`src/rtl/hwc_pkg.sv`:
```
// Package: shared encodings for the four-step hardwired control unit.
// Assumes a 6-bit opcode and a 6-bit function field.
package hwc_pkg;

    localparam int OPC_W = 6;
    localparam int FN_W  = 6;

    typedef enum logic [1:0] {
        PCS_SEQ = 2'd0,
        PCS_TGT = 2'd1,
        PCS_RSV = 2'd2,
        PCS_ALU = 2'd3
    } pc_src_e;

    typedef enum logic [1:0] {
        ALUB_REG  = 2'd0,
        ALUB_FOUR = 2'd1,
        ALUB_SEXT = 2'd2,
        ALUB_ZEXT = 2'd3
    } alu_b_e;

    typedef enum logic [1:0] {
        DST_RT   = 2'd0,
        DST_RD   = 2'd1,
        DST_LINK = 2'd2,
        DST_RSV  = 2'd3
    } dst_e;

    typedef enum logic [2:0] {
        FN_ADD  = 3'd0,
        FN_SUB  = 3'd1,
        FN_AND  = 3'd2,
        FN_OR   = 3'd3,
        FN_XOR  = 3'd4,
        FN_SLT  = 3'd5,
        FN_SLTU = 3'd6,
        FN_LUI  = 3'd7
    } alu_fn_e;

    typedef struct packed {
        logic    ld_ir;
        logic    ld_pc;
        logic    ld_gpr;
        logic    mem_rd;
        logic    mem_wr;
        pc_src_e pc_src;
        logic    addr_sel;
        logic    reg_src;
        logic    alu_a;
        alu_b_e  alu_b;
        dst_e    dst_sel;
        alu_fn_e alu_fn;
    } ctrl_word_t;

    localparam int CW_W = $bits(ctrl_word_t);

    localparam logic [OPC_W-1:0] OP_RTYPE = 6'h00;
    localparam logic [OPC_W-1:0] OP_J     = 6'h02;
    localparam logic [OPC_W-1:0] OP_JAL   = 6'h03;
    localparam logic [OPC_W-1:0] OP_BEQ   = 6'h04;
    localparam logic [OPC_W-1:0] OP_BNE   = 6'h05;
    localparam logic [OPC_W-1:0] OP_ADDI  = 6'h08;
    localparam logic [OPC_W-1:0] OP_ADDIU = 6'h09;
    localparam logic [OPC_W-1:0] OP_SLTI  = 6'h0A;
    localparam logic [OPC_W-1:0] OP_SLTIU = 6'h0B;
    localparam logic [OPC_W-1:0] OP_ANDI  = 6'h0C;
    localparam logic [OPC_W-1:0] OP_ORI   = 6'h0D;
    localparam logic [OPC_W-1:0] OP_XORI  = 6'h0E;
    localparam logic [OPC_W-1:0] OP_LUI   = 6'h0F;
    localparam logic [OPC_W-1:0] OP_LW    = 6'h23;
    localparam logic [OPC_W-1:0] OP_SW    = 6'h2B;

    localparam logic [FN_W-1:0] FC_JR   = 6'h08;
    localparam logic [FN_W-1:0] FC_ADD  = 6'h20;
    localparam logic [FN_W-1:0] FC_ADDU = 6'h21;
    localparam logic [FN_W-1:0] FC_SUB  = 6'h22;
    localparam logic [FN_W-1:0] FC_SUBU = 6'h23;
    localparam logic [FN_W-1:0] FC_AND  = 6'h24;
    localparam logic [FN_W-1:0] FC_OR   = 6'h25;
    localparam logic [FN_W-1:0] FC_XOR  = 6'h26;
    localparam logic [FN_W-1:0] FC_SLT  = 6'h2A;
    localparam logic [FN_W-1:0] FC_SLTU = 6'h2B;

    // True for the opcodes the machine implements.
    function automatic logic op_defined(logic [OPC_W-1:0] op);
        case (op)
            OP_RTYPE, OP_J, OP_JAL, OP_BEQ, OP_BNE,
            OP_ADDI, OP_ADDIU, OP_SLTI, OP_SLTIU,
            OP_ANDI, OP_ORI, OP_XORI, OP_LUI, OP_LW, OP_SW: return 1'b1;
            default: return 1'b0;
        endcase
    endfunction

endpackage

```
`src/rtl/hwc_step_ctr.sv`:
```
// Module: wrapping step counter with one-hot step lines.
// Assumes every instruction takes 2**CYC_W steps and reset is synchronous, active low.
module hwc_step_ctr #(
    parameter int CYC_W = 2,
    localparam int NSTEP = 1 << CYC_W
) (
    input  logic             clk,
    input  logic             rst_n,
    output logic [NSTEP-1:0] step_hot
);

    logic [CYC_W-1:0] step_q;

    // Advance the step each clock; wrap naturally at the top.
    always_ff @(posedge clk) begin
        if (!rst_n) step_q <= '0;
        else        step_q <= step_q + 1'b1;
    end

    // One decode line per step value.
    for (genvar s = 0; s < NSTEP; s++) begin : g_step
        assign step_hot[s] = (step_q == CYC_W'(s));
    end

    // the step moves by exactly one while out of reset
    a_r2_step_advance: assert property (@(posedge clk) disable iff (!rst_n)
        $past(rst_n) |-> step_q == $past(step_q) + 1'b1);

    // the first step after reset release is the fetch step
    a_r1_fetch_first: assert property (@(posedge clk) disable iff (!rst_n)
        $rose(rst_n) |-> step_hot[0]);

    // exactly one step line is active
    a_r2_one_step: assert property (@(posedge clk) disable iff (!rst_n)
        $countones(step_hot) == 1);

endmodule

```
`src/rtl/hwc_op_decode.sv`:
```
// Module: one-of-2**OPC_W opcode decoder.
// Assumes hwc_pkg::op_defined lists the implemented opcodes; undefined codes raise no line.
module hwc_op_decode #(
    parameter int OPC_W = 6,
    localparam int NUM_OPS = 1 << OPC_W
) (
    input  logic [OPC_W-1:0]   opcode,
    output logic [NUM_OPS-1:0] op_hot
);
    import hwc_pkg::*;

    // One line per code, gated by whether that code is implemented.
    for (genvar i = 0; i < NUM_OPS; i++) begin : g_line
        localparam logic [OPC_W-1:0] CODE = OPC_W'(i);
        localparam logic             IMPL = op_defined(CODE);
        assign op_hot[i] = IMPL && (opcode == CODE);
    end

endmodule

```
`src/rtl/hwc_word_gen.sv`:
```
// Module: combinational control-word generator.
// Assumes one-hot step lines and one-hot (or empty) opcode lines.
module hwc_word_gen #(
    parameter int NSTEP   = 4,
    parameter int NUM_OPS = 64,
    parameter int FN_W    = 6
) (
    input  logic                 [NSTEP-1:0]   step_hot,
    input  logic                 [NUM_OPS-1:0] op_hot,
    input  logic                 [FN_W-1:0]    funct,
    input  logic                               regs_equal,
    output hwc_pkg::ctrl_word_t                cw,
    output logic                               op_known
);
    import hwc_pkg::*;

    logic s0, s1, s2, s3;
    logic is_r, is_jr, is_j, is_jal, is_beq, is_bne;
    logic is_alui, is_zext, is_lw, is_sw, take;
    alu_fn_e r_fn, i_fn;

    // Name the step and opcode lines used below.
    always_comb begin
        s0 = step_hot[0];
        s1 = step_hot[1];
        s2 = step_hot[2];
        s3 = step_hot[3];
        is_r    = op_hot[OP_RTYPE];
        is_jr   = is_r && (funct == FC_JR);
        is_j    = op_hot[OP_J];
        is_jal  = op_hot[OP_JAL];
        is_beq  = op_hot[OP_BEQ];
        is_bne  = op_hot[OP_BNE];
        is_zext = op_hot[OP_ANDI] | op_hot[OP_ORI] | op_hot[OP_XORI] | op_hot[OP_LUI];
        is_alui = is_zext | op_hot[OP_ADDI] | op_hot[OP_ADDIU]
                | op_hot[OP_SLTI] | op_hot[OP_SLTIU];
        is_lw   = op_hot[OP_LW];
        is_sw   = op_hot[OP_SW];
        take    = (is_beq & regs_equal) | (is_bne & ~regs_equal);
        op_known = |op_hot;
    end

    // ALU operation for R-type, chosen by the function field.
    always_comb begin
        case (funct)
            FC_SUB, FC_SUBU: r_fn = FN_SUB;
            FC_AND:          r_fn = FN_AND;
            FC_OR:           r_fn = FN_OR;
            FC_XOR:          r_fn = FN_XOR;
            FC_SLT:          r_fn = FN_SLT;
            FC_SLTU:         r_fn = FN_SLTU;
            default:         r_fn = FN_ADD;
        endcase
    end

    // ALU operation for immediate opcodes.
    always_comb begin
        i_fn = FN_ADD;
        if (op_hot[OP_SLTI])  i_fn = FN_SLT;
        if (op_hot[OP_SLTIU]) i_fn = FN_SLTU;
        if (op_hot[OP_ANDI])  i_fn = FN_AND;
        if (op_hot[OP_ORI])   i_fn = FN_OR;
        if (op_hot[OP_XORI])  i_fn = FN_XOR;
        if (op_hot[OP_LUI])   i_fn = FN_LUI;
    end

    // Assemble each field from the step and opcode terms.
    always_comb begin
        cw = '0;
        cw.ld_ir    = s0;
        cw.ld_pc    = s0 | (s1 & (is_j | is_jal | is_jr | take));
        cw.ld_gpr   = (s1 & is_jal) | (s3 & ((is_r & ~is_jr) | is_alui | is_lw));
        cw.mem_rd   = s0 | (s3 & is_lw);
        cw.mem_wr   = s3 & is_sw;
        cw.pc_src   = s1 ? PCS_TGT : (s3 ? PCS_ALU : PCS_SEQ);
        cw.addr_sel = ~s0;
        cw.reg_src  = s3 & is_lw;
        cw.alu_a    = ~s0;
        if (s0)
            cw.alu_b = ALUB_FOUR;
        else if (s2 & is_zext)
            cw.alu_b = ALUB_ZEXT;
        else if (s2 & (is_alui | is_lw | is_sw))
            cw.alu_b = ALUB_SEXT;
        else
            cw.alu_b = ALUB_REG;
        if (s1 & is_jal)
            cw.dst_sel = DST_LINK;
        else if (s3 & is_r)
            cw.dst_sel = DST_RD;
        else
            cw.dst_sel = DST_RT;
        if (s1)
            cw.alu_fn = FN_SUB;
        else if (s2 & is_r)
            cw.alu_fn = r_fn;
        else if (s2)
            cw.alu_fn = i_fn;
        else
            cw.alu_fn = FN_ADD;
    end

endmodule

```
`src/rtl/hwc_ctrl_unit.sv`:
```
// Module: top of the hardwired four-step control unit.
// Assumes opcode/funct come from the instruction register and regs_equal from the register file.
module hwc_ctrl_unit #(
    parameter int CYC_W = 2,
    parameter int OPC_W = 6,
    parameter int FN_W  = 6,
    localparam int NSTEP   = 1 << CYC_W,
    localparam int NUM_OPS = 1 << OPC_W
) (
    input  logic                    clk,
    input  logic                    rst_n,
    input  logic [OPC_W-1:0]        opcode,
    input  logic [FN_W-1:0]         funct,
    input  logic                    regs_equal,
    output logic [hwc_pkg::CW_W-1:0] ctrl_word
);
    import hwc_pkg::*;

    logic [NSTEP-1:0]   step_hot;
    logic [NUM_OPS-1:0] op_hot;
    logic               op_known;
    ctrl_word_t         cw;

    hwc_step_ctr #(.CYC_W(CYC_W)) i_step (
        .clk      (clk),
        .rst_n    (rst_n),
        .step_hot (step_hot)
    );

    hwc_op_decode #(.OPC_W(OPC_W)) i_dec (
        .opcode (opcode),
        .op_hot (op_hot)
    );

    hwc_word_gen #(.NSTEP(NSTEP), .NUM_OPS(NUM_OPS), .FN_W(FN_W)) i_gen (
        .step_hot   (step_hot),
        .op_hot     (op_hot),
        .funct      (funct),
        .regs_equal (regs_equal),
        .cw         (cw),
        .op_known   (op_known)
    );

    assign ctrl_word = cw;

    // instruction register loads only in the fetch step
    a_r3_ir_fetch_only: assert property (@(posedge clk) disable iff (!rst_n)
        cw.ld_ir |-> step_hot[0]);

    // PC loads only in steps 0 and 1
    a_r4_pc_window: assert property (@(posedge clk) disable iff (!rst_n)
        cw.ld_pc |-> (step_hot[0] | step_hot[1]));

    // undefined opcode leaves architectural state alone after fetch
    a_r10_undef_quiet: assert property (@(posedge clk) disable iff (!rst_n)
        (!op_known && !step_hot[0]) |-> !(cw.ld_gpr | cw.mem_wr | cw.ld_pc));

    // memory is never read and written together
    a_r9_mem_exclusive: assert property (@(posedge clk) disable iff (!rst_n)
        !(cw.mem_rd && cw.mem_wr));

endmodule

```
`config.mk`:
```
export PLATFORM = sky130hd
export DESIGN_NAME = hwc_ctrl_unit
export DESIGN_NICKNAME = d
export VERILOG_FILES = /design/src/rtl/hwc_pkg.sv /design/src/rtl/hwc_step_ctr.sv /design/src/rtl/hwc_op_decode.sv /design/src/rtl/hwc_word_gen.sv /design/src/rtl/hwc_ctrl_unit.sv
export SDC_FILE = /design/constraint.sdc
export NUM_CORES = 1
export LEC_CHECK = 0
export BUFFER_PORTS_ARGS = -buffer_cell sky130_fd_sc_hd__buf_4
export CORE_MARGIN = 2
export CORE_UTILIZATION = 52
export DETAILED_ROUTE_END_ITERATION = 16
export HOLD_SLACK_MARGIN = 0.05
export PLACE_DENSITY = 0.8
export SLEW_MARGIN = 20
export SYNTH_ARGS = -nofsm -noshare
export SYNTH_HDL_FRONTEND = slang
export SYNTH_HIERARCHICAL = 1
export SYNTH_SLANG_ARGS = --single-unit
```
`constraint.sdc`:
```
create_clock -name clk -period 2.2 [get_ports clk]
set_clock_uncertainty 0.1 [all_clocks]
set_input_delay 0.22 -clock clk [delete_from_list [all_inputs] [get_ports clk]]
set_output_delay 0.22 -clock clk [all_outputs]
set_load 0.05 [all_outputs]
```
==> results.yml <==
min_path:
  hp-class: "input port to register"
drt:
  dr.pass1.iters: 4
  postRouteAntennaNets: 0
  drt-initial-drc-count: 92
  via_count: 882
  wl_mm: 2.750
  drt-vias-per-instance: 6.533
  drc_errors: 0
  wl_per_cell_um: 20.37
die:
  rows: 11
  die_y_um: 37.23
  placeableCoreArea_um2: 977.2
  die_area_um2: 1386
  die_x_um: 37.23
  initial_utilization: 0.5877
  io_pins: 32
cells_and_area:
  reg.largest.list: "i_step/step_q: 2 flops"
  layout.nets: 143
  area_delta_synth_final_pct: 64.71
  drive_gt1_frac: 0.4754
  num_antenna_cells: 0
  largest_register_ffs: 2
  fin_area_um2: 945.9
  largest-register: "i_step/step_q"
grt:
  first_global_vias: 744
  grt_max_degree: 9
  grt_overflow: 0
  grt.total_usage: 0.3645
  antenna_found_initial: 0
  grt_pass1_wl_mm: 3.477
clocking:
  clk_pin_slew_worst_paths_ns: 0.04
  root_buffer: "clkbuf_4"
  cts_setup_buffers: 0
  clk_latency_ns: 0.22
  clk_path_buf_depth: 2
  cts_buffers: 3
  clock-sinks: 2
  htreeDepth: 1
  cts_tree: "built"
sta:
  setup_viol: 0
  worstMarginPinSlew_ns: 0.4885
  period_minus_slack_ns: 2.196
  relSlewSlack: 0.6735
  period_share: 0.9984
  rsz0062_at_grt: "true"
  hold_viol: 0
  slew_violations: 0
  fmax_ghz: 0.4553
  finalWorstSetupSlack_ns: 0.003596
synthesis:
  synth.avg_cell_area_um2: 6.601
  syn-instance-count: 87
  syn-num-nets: 106
  synth_warnings: 6
  netlist_area_um2: 574.3
setup_path:
  worstSetupPathType: "input port to output port"
  cp.arrival_ns: 1.88
  start_kind: "input port"
  cp-end-kind: "output port"
  cp.required_ns: 1.88
  critPathMaxFanout: 5
pwr:
  fin_total_pwr_uw: 349.3
  p_leak_uw: 0.0004305
  max-vdd-ir-drop_mv: 0.4358
  power_density_nw_per_um2: 369.3
placed_design:
  gp_congestion: 0.8358
  port-buffer-count: 31
  dpl.hpwl_mm: 1.547
  place_area_um2: 868.3
  dpl_worst_slack_ns: -0.01605
job:
  cap_violations: 0
status:
  outcome: "finished, final reports clean"
[layer usage]
metal	vias to the layer above	global-route usage	share of wire
met1	395	0.3971	0.36
met2	83	0.6930	0.48
met5	-	0	0
met4	0	0.1481	0.042
met3	20	0.04762	0.11
li1	384	-	-
[where the power goes]
part | switching (uW) | internal (uW)
clock | 22.0 | 60.4
sequential | 4.24 | 39.9
combinational | 145 | 77.2
[layout make-up]
cell class                      instances  area (um2)
Timing Repair Buffer                   35       281.5
Clock buffer                            3       22.52
Tap cell                               13       16.27
Fill cell                              20       31.28
Inverter                                8       30.03
Multi-Input combinational cell         74       555.5
Sequential cell                         2       40.04
[placed cells by master (no fill, tap or decap), types with 4 or more instances in the layout]
cell	n
nand2_1	6
nor3_1	5
buf_4	30
nor2_1	12
ha_1	4
buf_6	5
inv_1	8
[per-stage QoR]
| stage | hold WS, ns | std cells | setup TNS (ns) | utilization |
|---|---|---|---|---|
| floorplan | 0.2417 | 87 | -0.06796 | - |
| global placement | 0.3339 | 132 | 0 | 0.8886 |
| detailed placement | 0.3579 | 132 | -0.01605 | 0.8886 |
| CTS | 0.1498 | 135 | 0 | 0.9321 |
| global route | 0.1469 | 135 | -0.1152 | 0.9680 |
| finish | 0.1576 | 135 | 0 | 0.9680 |
[timing repair]
action / in CTS / in global routing
resized for setup: 5 / 9
hold buffers: 0 / 0
setup endpoints to repair: 2 / 4
pin swaps: 1 / 8
[critical path, stage by stage]
cell,delay [ns]
buf_6,0.10
or4b_4,0.59
nor2_4,0.14
buf_4,0.14
nor3_2,0.04
nand4_1,0.16
nor2_2,0.06
nor3b_2,0.23
buf_6,0.19
[path summary, 6_finish.rpt]
| kind | end | slack [ns] | cells past startpoint | start |
|---|---|---|---|---|
| max | ctrl_word[6] | 0.004 | 9 | opcode[4] |
| min | i_step/step_q[0] | 0.16 | 2 | rst_n |
| max reg2reg | i_step/step_q[1] | 0.93 | 3 | i_step/step_q[0] |
| min reg2reg | i_step/step_q[0] | 0.43 | 1 | i_step/step_q[0] |
No activity file was read; power rests on OpenSTA's default activity.
